$ cat src/rtl/aud_irq_pkg.sv
package aud_irq_pkg;

  // word indices of the register map
  localparam int W_CTRL  = 0;
  localparam int W_SUM   = 1;
  localparam int W_WEN   = 2;
  localparam int W_WSTS  = 3;
  localparam int W_RING  = 4;
  localparam int W_STRM0 = 16;

  // summary / control bit positions
  localparam int BIT_CIS = 30;
  localparam int BIT_GIS = 31;

  // ring status layout
  localparam int RING_W  = 3;
  localparam int RB_RESP = 0;
  localparam int RB_OVR  = 2;

  // stream status layout
  localparam int STRM_W  = 5;
  localparam int SB_BC   = 2;
  localparam int SB_FE   = 3;
  localparam int SB_DE   = 4;

  // expand byte enables to a bit mask
  function automatic logic [31:0] be_mask(input logic [3:0] be);
    logic [31:0] m;
    for (int i = 0; i < 4; i++) m[i*8 +: 8] = {8{be[i]}};
    return m;
  endfunction

endpackage

$ cat src/rtl/aud_irq_w1c.sv
module aud_irq_w1c #(
  parameter int               W        = 8,
  parameter logic [W-1:0]     CLR_MASK = '1
) (
  input  logic         clk,
  input  logic         rst_n,
  input  logic [W-1:0] set_i,
  input  logic [W-1:0] clr_i,
  output logic [W-1:0] q_o
);

  logic [W-1:0] q;
  logic [W-1:0] q_nxt;
  logic [W-1:0] clr_eff;
  logic         upd;

  always_comb begin
    clr_eff = clr_i & CLR_MASK;
    q_nxt   = (q & ~clr_eff) | set_i;
    upd     = (|set_i) | (|clr_eff);
  end

  always_ff @(posedge clk or negedge rst_n) begin
    if (!rst_n)   q <= '0;
    else if (upd) q <= q_nxt;
  end

  assign q_o = q;

  // bits written as one (and not set at the same time) are gone afterwards
  a_r6_clear_written: assert property (@(posedge clk) disable iff (!rst_n)
    (|(clr_i & CLR_MASK)) |=> ((q_o & $past(clr_i & CLR_MASK & ~set_i)) == '0));

  // bits not written as one keep their value when nothing sets them
  a_r6_hold_unwritten: assert property (@(posedge clk) disable iff (!rst_n)
    (set_i == '0) |=> ((q_o & ~$past(clr_i & CLR_MASK)) ==
                       ($past(q_o) & ~$past(clr_i & CLR_MASK))));

  // a set pulse always lands, even against a clear
  a_r7_set_wins: assert property (@(posedge clk) disable iff (!rst_n)
    (|set_i) |=> ((q_o & $past(set_i)) == $past(set_i)));

endmodule

$ cat src/rtl/aud_irq_ctl.sv
module aud_irq_ctl #(
  parameter int NSTRM  = 8,
  parameter int NCODEC = 15
) (
  input  logic              clk,
  input  logic              rst_n,
  input  logic              wr_ctrl,
  input  logic              wr_wen,
  input  logic [31:0]       wdata,
  input  logic [31:0]       bmask,
  output logic [31:0]       ctrl_o,
  output logic [NCODEC-1:0] wen_o
);
  import aud_irq_pkg::*;

  localparam logic [31:0] CTRL_RW = (32'(1) << BIT_GIS) | (32'(1) << BIT_CIS) |
                                    ((32'(1) << NSTRM) - 32'(1));

  logic [31:0]       ctrl, ctrl_nxt;
  logic [NCODEC-1:0] wen,  wen_nxt;
  logic [31:0]       ctrl_wm;
  logic [NCODEC-1:0] wen_wm;

  always_comb begin
    ctrl_wm  = bmask & CTRL_RW;
    wen_wm   = bmask[NCODEC-1:0];
    ctrl_nxt = (ctrl & ~ctrl_wm) | (wdata & ctrl_wm);
    wen_nxt  = (wen & ~wen_wm) | (wdata[NCODEC-1:0] & wen_wm);
  end

  always_ff @(posedge clk or negedge rst_n) begin
    if (!rst_n)       ctrl <= '0;
    else if (wr_ctrl) ctrl <= ctrl_nxt;
  end

  always_ff @(posedge clk or negedge rst_n) begin
    if (!rst_n)      wen <= '0;
    else if (wr_wen) wen <= wen_nxt;
  end

  assign ctrl_o = ctrl;
  assign wen_o  = wen;

  // control and enable change only on their own writes
  a_r10_ctrl_hold: assert property (@(posedge clk) disable iff (!rst_n)
    !wr_ctrl |=> $stable(ctrl_o));
  a_r10_wen_hold: assert property (@(posedge clk) disable iff (!rst_n)
    !wr_wen |=> $stable(wen_o));

endmodule

$ cat src/rtl/aud_irq_sum.sv
module aud_irq_sum #(
  parameter int NSTRM  = 8,
  parameter int NCODEC = 15
) (
  input  logic [1:0]        ring_flags_i,
  input  logic [NCODEC-1:0] wake_sts_i,
  input  logic [NCODEC-1:0] wake_en_i,
  input  logic [NSTRM-1:0]  strm_bc_i,
  input  logic [31:0]       ctrl_i,
  output logic [31:0]       sum_o,
  output logic              irq_o
);
  import aud_irq_pkg::*;

  logic        cis;
  logic [30:0] low;

  always_comb begin
    cis = (|ring_flags_i) | (|(wake_sts_i & wake_en_i));
    low = '0;
    low[NSTRM-1:0] = strm_bc_i;
    low[BIT_CIS]   = cis;
    sum_o = {(|low), low};
    irq_o = ctrl_i[BIT_GIS] & (|(low & ctrl_i[30:0]));
  end

endmodule

$ cat src/rtl/aud_irq_agg.sv
module aud_irq_agg #(
  parameter int NIN    = 4,
  parameter int NOUT   = 4,
  parameter int NCODEC = 15,
  parameter int AW     = 8
) (
  input  logic                      clk,
  input  logic                      rst_n,
  input  logic [1:0]                ring_set,
  input  logic [NCODEC-1:0]         wake_set,
  input  logic [3*(NIN+NOUT)-1:0]   strm_set,
  input  logic                      reg_wr,
  input  logic [AW-1:0]             reg_addr,
  input  logic [31:0]               reg_wdata,
  input  logic [3:0]                reg_be,
  output logic [31:0]               reg_rdata,
  output logic                      irq
);
  import aud_irq_pkg::*;

  localparam int NSTRM = NIN + NOUT;
  localparam logic [RING_W-1:0] RING_CLR = (RING_W'(1) << RB_RESP) | (RING_W'(1) << RB_OVR);
  localparam logic [STRM_W-1:0] STRM_CLR = (STRM_W'(1) << SB_BC) | (STRM_W'(1) << SB_FE) |
                                           (STRM_W'(1) << SB_DE);

  // reset: asynchronous assertion, synchronous release
  logic rst_s1, rst_sync_n;
  always_ff @(posedge clk or negedge rst_n) begin
    if (!rst_n) begin
      rst_s1     <= 1'b0;
      rst_sync_n <= 1'b0;
    end else begin
      rst_s1     <= 1'b1;
      rst_sync_n <= rst_s1;
    end
  end

  // address decode
  logic [AW-3:0] widx;
  logic          aligned;
  logic [31:0]   bmask;
  logic [31:0]   wclr;
  logic          wr_ctrl, wr_wen, wr_wsts, wr_ring;
  logic [NSTRM-1:0] wr_strm;

  always_comb begin
    widx    = reg_addr[AW-1:2];
    aligned = (reg_addr[1:0] == 2'b00);
    bmask   = be_mask(reg_be);
    wclr    = reg_wdata & bmask;
    wr_ctrl = reg_wr && aligned && (int'(widx) == W_CTRL);
    wr_wen  = reg_wr && aligned && (int'(widx) == W_WEN);
    wr_wsts = reg_wr && aligned && (int'(widx) == W_WSTS);
    wr_ring = reg_wr && aligned && (int'(widx) == W_RING);
    for (int n = 0; n < NSTRM; n++)
      wr_strm[n] = reg_wr && aligned && (int'(widx) == W_STRM0 + n);
  end

  // control and wake enable
  logic [31:0]       ctrl;
  logic [NCODEC-1:0] wake_en;

  aud_irq_ctl #(.NSTRM(NSTRM), .NCODEC(NCODEC)) u_ctl (
    .clk    (clk),
    .rst_n  (rst_sync_n),
    .wr_ctrl(wr_ctrl),
    .wr_wen (wr_wen),
    .wdata  (reg_wdata),
    .bmask  (bmask),
    .ctrl_o (ctrl),
    .wen_o  (wake_en)
  );

  // wake status
  logic [NCODEC-1:0] wake_q;
  aud_irq_w1c #(.W(NCODEC), .CLR_MASK({NCODEC{1'b1}})) u_wake (
    .clk  (clk),
    .rst_n(rst_sync_n),
    .set_i(wake_set),
    .clr_i(wr_wsts ? wclr[NCODEC-1:0] : '0),
    .q_o  (wake_q)
  );

  // ring status
  logic [RING_W-1:0] ring_setv;
  logic [RING_W-1:0] ring_q;
  always_comb begin
    ring_setv          = '0;
    ring_setv[RB_RESP] = ring_set[0];
    ring_setv[RB_OVR]  = ring_set[1];
  end

  aud_irq_w1c #(.W(RING_W), .CLR_MASK(RING_CLR)) u_ring (
    .clk  (clk),
    .rst_n(rst_sync_n),
    .set_i(ring_setv),
    .clr_i(wr_ring ? wclr[RING_W-1:0] : '0),
    .q_o  (ring_q)
  );

  // stream status, one register per stream
  logic [STRM_W-1:0] strm_q [NSTRM];
  logic [NSTRM-1:0]  strm_bc;

  for (genvar n = 0; n < NSTRM; n++) begin : g_strm
    logic [STRM_W-1:0] setv;
    always_comb begin
      setv        = '0;
      setv[SB_BC] = strm_set[3*n];
      setv[SB_FE] = strm_set[3*n+1];
      setv[SB_DE] = strm_set[3*n+2];
    end

    aud_irq_w1c #(.W(STRM_W), .CLR_MASK(STRM_CLR)) u_sts (
      .clk  (clk),
      .rst_n(rst_sync_n),
      .set_i(setv),
      .clr_i(wr_strm[n] ? wclr[STRM_W-1:0] : '0),
      .q_o  (strm_q[n])
    );

    assign strm_bc[n] = strm_q[n][SB_BC];
  end

  // summary and line
  logic [31:0] sum;
  aud_irq_sum #(.NSTRM(NSTRM), .NCODEC(NCODEC)) u_sum (
    .ring_flags_i({ring_q[RB_OVR], ring_q[RB_RESP]}),
    .wake_sts_i  (wake_q),
    .wake_en_i   (wake_en),
    .strm_bc_i   (strm_bc),
    .ctrl_i      (ctrl),
    .sum_o       (sum),
    .irq_o       (irq)
  );

  // read mux
  always_comb begin
    reg_rdata = '0;
    if (aligned) begin
      case (int'(widx))
        W_CTRL:  reg_rdata = ctrl;
        W_SUM:   reg_rdata = sum;
        W_WEN:   reg_rdata[NCODEC-1:0] = wake_en;
        W_WSTS:  reg_rdata[NCODEC-1:0] = wake_q;
        W_RING:  reg_rdata[RING_W-1:0] = ring_q;
        default: begin
          for (int n = 0; n < NSTRM; n++)
            if (int'(widx) == W_STRM0 + n) reg_rdata[STRM_W-1:0] = strm_q[n];
        end
      endcase
    end
  end

  // a pending ring flag shows in the controller bit
  a_r1_ring_to_cis: assert property (@(posedge clk) disable iff (!rst_sync_n)
    (ring_q[RB_RESP] || ring_q[RB_OVR]) |-> sum[BIT_CIS]);

  // an enabled pending wake event shows in the controller bit
  a_r2_wake_to_cis: assert property (@(posedge clk) disable iff (!rst_sync_n)
    (|(wake_q & wake_en)) |-> sum[BIT_CIS]);

  // buffer completion of stream 0 shows in summary bit 0
  a_r3_strm0_bc: assert property (@(posedge clk) disable iff (!rst_sync_n)
    strm_q[0][SB_BC] |-> sum[0]);

  // the global bit has a real source behind it
  a_r4_gis_has_source: assert property (@(posedge clk) disable iff (!rst_sync_n)
    sum[BIT_GIS] |-> ((|ring_q) || (|(wake_q & wake_en)) || (|strm_bc)));

  // no line without the global enable
  a_r5_irq_needs_gie: assert property (@(posedge clk) disable iff (!rst_sync_n)
    irq |-> ctrl[BIT_GIS]);

  // line low while reset is held
  a_r9_reset_quiet: assert property (@(posedge clk)
    !rst_sync_n |=> !irq);

endmodule

$ cat config.mk
export PLATFORM = sky130hd
export DESIGN_NAME = aud_irq_agg
export DESIGN_NICKNAME = d
export VERILOG_FILES = /design/src/rtl/aud_irq_pkg.sv /design/src/rtl/aud_irq_w1c.sv /design/src/rtl/aud_irq_ctl.sv /design/src/rtl/aud_irq_sum.sv /design/src/rtl/aud_irq_agg.sv
export SDC_FILE = /design/constraint.sdc
export NUM_CORES = 1
export LEC_CHECK = 0
export BUFFER_PORTS_ARGS = -buffer_cell sky130_fd_sc_hd__buf_2
export CAP_MARGIN = 40
export CORE_ASPECT_RATIO = 1.25
export CORE_UTILIZATION = 40
export DETAILED_ROUTE_END_ITERATION = 7
export PLACE_DENSITY = 0.64
export SETUP_SLACK_MARGIN = 0.05
export SYNTH_ARGS = -nofsm -noshare
export SYNTH_HDL_FRONTEND = slang
export SYNTH_SLANG_ARGS = --single-unit
$ cat constraint.sdc
create_clock -name clk -period 3.91 [get_ports clk]
set_input_delay 0.782 -clock clk [delete_from_list [all_inputs] [get_ports clk]]
set_output_delay 0.782 -clock clk [all_outputs]
set_load 0.05 [all_outputs]
==> flow_metrics.py <==
metrics = {
    "cts": {
        "clock_sinks": 68,
        "hold_buffers": 0,
        "clkTransAtPathRegs_ns": 0.09,
        "cts_resized": 0,
        "insertion_delay_ns": 0.35,
        "cts_tree": "done",
        "post_cts_buffers": 0,
        "htreeDepth": 3,
        "cts_buffers": 9,
        "cts-root-buf": "clkbuf_8",
        "cts_max_path_buffers": 2,
    },
    "yosys": {
        "syn-instance-count": 350,
        "synth_compound_area_frac": 0.194,
        "yosysWarningCount": 0,
        "yosys.area.top_type": "dfrtp_1",
        "syn_avg_cell_area_um2": 10.5,
        "synthSimpleGateAreaFrac": 0.160,
        "yosysSeqAreaShare": 0.464,
        "syn_area_um2": 3670,
        "synth_top_family_by_area": "compound AO/OA/AOI/OAI gates",
        "async_flop_share": 1.00,
        "ys_types": 50,
        "yosys_most_used_dff": "dfrtp_1",
        "yosys.area_share.xor_xnor": 0,
        "synth_adder_area_share": 0,
        "synth_top_cell_area_share": 0.464,
        "synth.most_common_cell": "dfrtp_1",
        "synth_seq_cells": 68,
        "synth_common_cells": "dfrtp_1, a21o_1, nand2_1",
        "muxShareOfSynthArea": 0.125,
        "synth_edf_count": 0,
        "synth_area_leaders": "dfrtp_1, mux2_2, a21o_1",
    },
    "die": {
        "core_um2": 8800,
        "start_util": 0.417,
        "pin_count": 121,
        "rows": 38,
        "die_h_um": 109,
        "die-area_um2": 9560,
        "die_w_um": 87.7,
    },
    "route": {
        "drtIter0Drc": 214,
        "viasPerCell": 5.44,
        "detail-route-antenna-nets": 0,
        "wl_um": 9620,
        "drc": 0,
        "wire_per_inst_um": 17.1,
        "vias": 3065,
        "dr.pass1.iters": 5,
    },
    "pwr": {
        "seq_power_share": 0.438,
        "power_frac_clock": 0.464,
        "ir_drop_mv": 0.192,
        "p_sw_frac": 0.238,
        "p_leak_nw": 1.84,
        "power_frac_comb": 0.098,
        "p_sw_mw": 0.392,
        "p_int_mw": 1.26,
        "power.density_nw_per_um2": 372,
    },
    "critical_path": {
        "r2r_slack_ns": 2.64,
        "crit_path_end_kind": "primary output",
        "r2r_cells": 1,
        "cp-start-kind": "input port",
        "worstPathArrival_ns": 2.78,
        "worstSetupPathDepth": 6,
        "critPathCapture": "reg_rdata[6]",
        "cpMaxStageDelayCell": "or4_1",
        "crit_top_cell": "buf_2",
        "cp.required_ns": 3.13,
        "crit_chain": "buf_2 -> or4_1 -> nor2_1 -> a22oi_1 -> a21oi_1 -> buf_2",
        "path_delay_family": "simple AND/OR/NAND/NOR gates",
        "reg2reg_from": "rst_sync_n",
        "cp_slowest_stage_delay_ns": 0.74,
        "cp_max_fo": 7,
        "worst-setup-path-type": "input port to primary output",
        "crit_buf_inv": 2,
        "crit_start": "reg_addr[7]",
    },
    "min_path": {
        "hold_class": "input port to asynchronous set/reset pin",
    },
    "global_route": {
        "top_usage_layer": "met2",
        "antenna_found_initial": 0,
        "track_usage": 0.222,
        "grt_pass1_wl_um": 15900,
        "use_met2": 0.351,
        "grt.overflow.total": 0,
        "first_global_vias": 3104,
        "use_met1": 0.300,
        "met3_usage": 0.0530,
        "grt_max_degree": 40,
    },
    "timing": {
        "worst_pin_slew_ns": 0.672,
        "finClkSkew_ns": 0.0163,
        "finalHoldViolations": 0,
        "slew-limit-headroom": 0.550,
        "setup_tns_ns": 0,
        "slew_violations": 0,
        "fmax_ghz": 0.281,
        "rsz0062_at_grt": "false",
        "fin_crit_ns": 3.56,
        "fin_crit_sh": 0.911,
        "setup_violations": 0,
    },
    "placement": {
        "port_buffers": 89,
        "hpwl_um": 7210,
        "place_congestion": 0.843,
    },
    "cells_and_area": {
        "nets": 526,
        "final_core_util": 0.504,
        "multi_input_area_um2": 1820,
        "syn_to_final_growth_pct": 20.9,
        "n_fill_cell": 824,
        "drive_gt1_frac": 0.357,
        "final-seq-area_um2": 1700,
        "diodes": 0,
    },
    "status": {
        "status": "finished clean",
    },
    "flow_run": {
        "timing.max_cap.violations": 0,
    },
}
worst min path at each step:
stage | from | slack (ns) | to
finish | rst_n | 0.20 | rst_sync_n
global route | rst_n | 0.19 | rst_sync_n
global placement | rst_sync_n | 0.30 | u_wake.q_o[3]
detailed placement | rst_sync_n | 0.31 | asynchronous set/reset pin
floorplan | rst_s1 | 0.33 | rst_sync_n
CTS | rst_n | 0.18 | rst_sync_n
layout make-up:
cell class	count	share of cell area
clock buffers	10	0.0288
clock inverters	6	0.0310
inverters	4	0.00339
multi-input cells	261	0.410
flip-flops and latches	68	0.384
well taps	120	0.0339
repair buffers	94	0.109
power groups by stage:
| stage | registers [mW] | logic [mW] | clock network, mW |
|---|---|---|---|
| after global placement | 0.736 | 0.161 | 0 |
| after CTS | 0.723 | 0.163 | 0.781 |
| after floorplan | 0.738 | 0.108 | 0 |
| after detailed placement | 0.737 | 0.163 | 0 |
| after global routing | 0.725 | 0.178 | 0.807 |
| final | 0.723 | 0.162 | 0.765 |
through the flow:
stage	worst slack, ns	cells	power (mW)	hold WS (ns)	instance area (um^2)
3_5_place_dp	0.376	547	0.899	0.308	4170
2_1_floorplan	0.208	364	0.847	0.331	3720
3_3_place_gp	0.425	547	0.897	0.300	4170
5_1_grt	0.249	563	1.71	0.185	4440
4_1_cts	0.364	563	1.67	0.185	4440
6_report	0.348	563	1.65	0.197	4440
logic make-up after synthesis:
group / after synthesis
buf+inv: 35
other cells: 2
flops: 68
mux: 38
simple gates: 110
compound gates: 97
layout by cell type, fill, tap and decap left out, types with 5 or more instances in the layout:
| master | Yosys | final |
|---|---|---|
| buf_2 | 4 | 89 |
| a22oi_1 | 27 | 27 |
| clkbuf_8 | 0 | 9 |
| nand2_1 | 39 | 39 |
| a21o_1 | 41 | 41 |
| nor2b_1 | 5 | 5 |
| a21oi_1 | 7 | 7 |
| o21ai_0 | 5 | 5 |
| buf_4 | 15 | 5 |
| mux2_2 | 34 | 34 |
| nand3_1 | 18 | 18 |
| nor3_1 | 8 | 8 |
| nor2_1 | 16 | 16 |
| dfrtp_1 | 68 | 67 |
| conb_1 | 2 | 16 |
routing by layer:
metal	part of all wire	up-vias
li1	-	1437
met1	0.44	1480
met2	0.47	138
met3	0.075	10
met4	0.013	0
met5	0	-
Note: power is estimated with default switching activity, not from simulation.
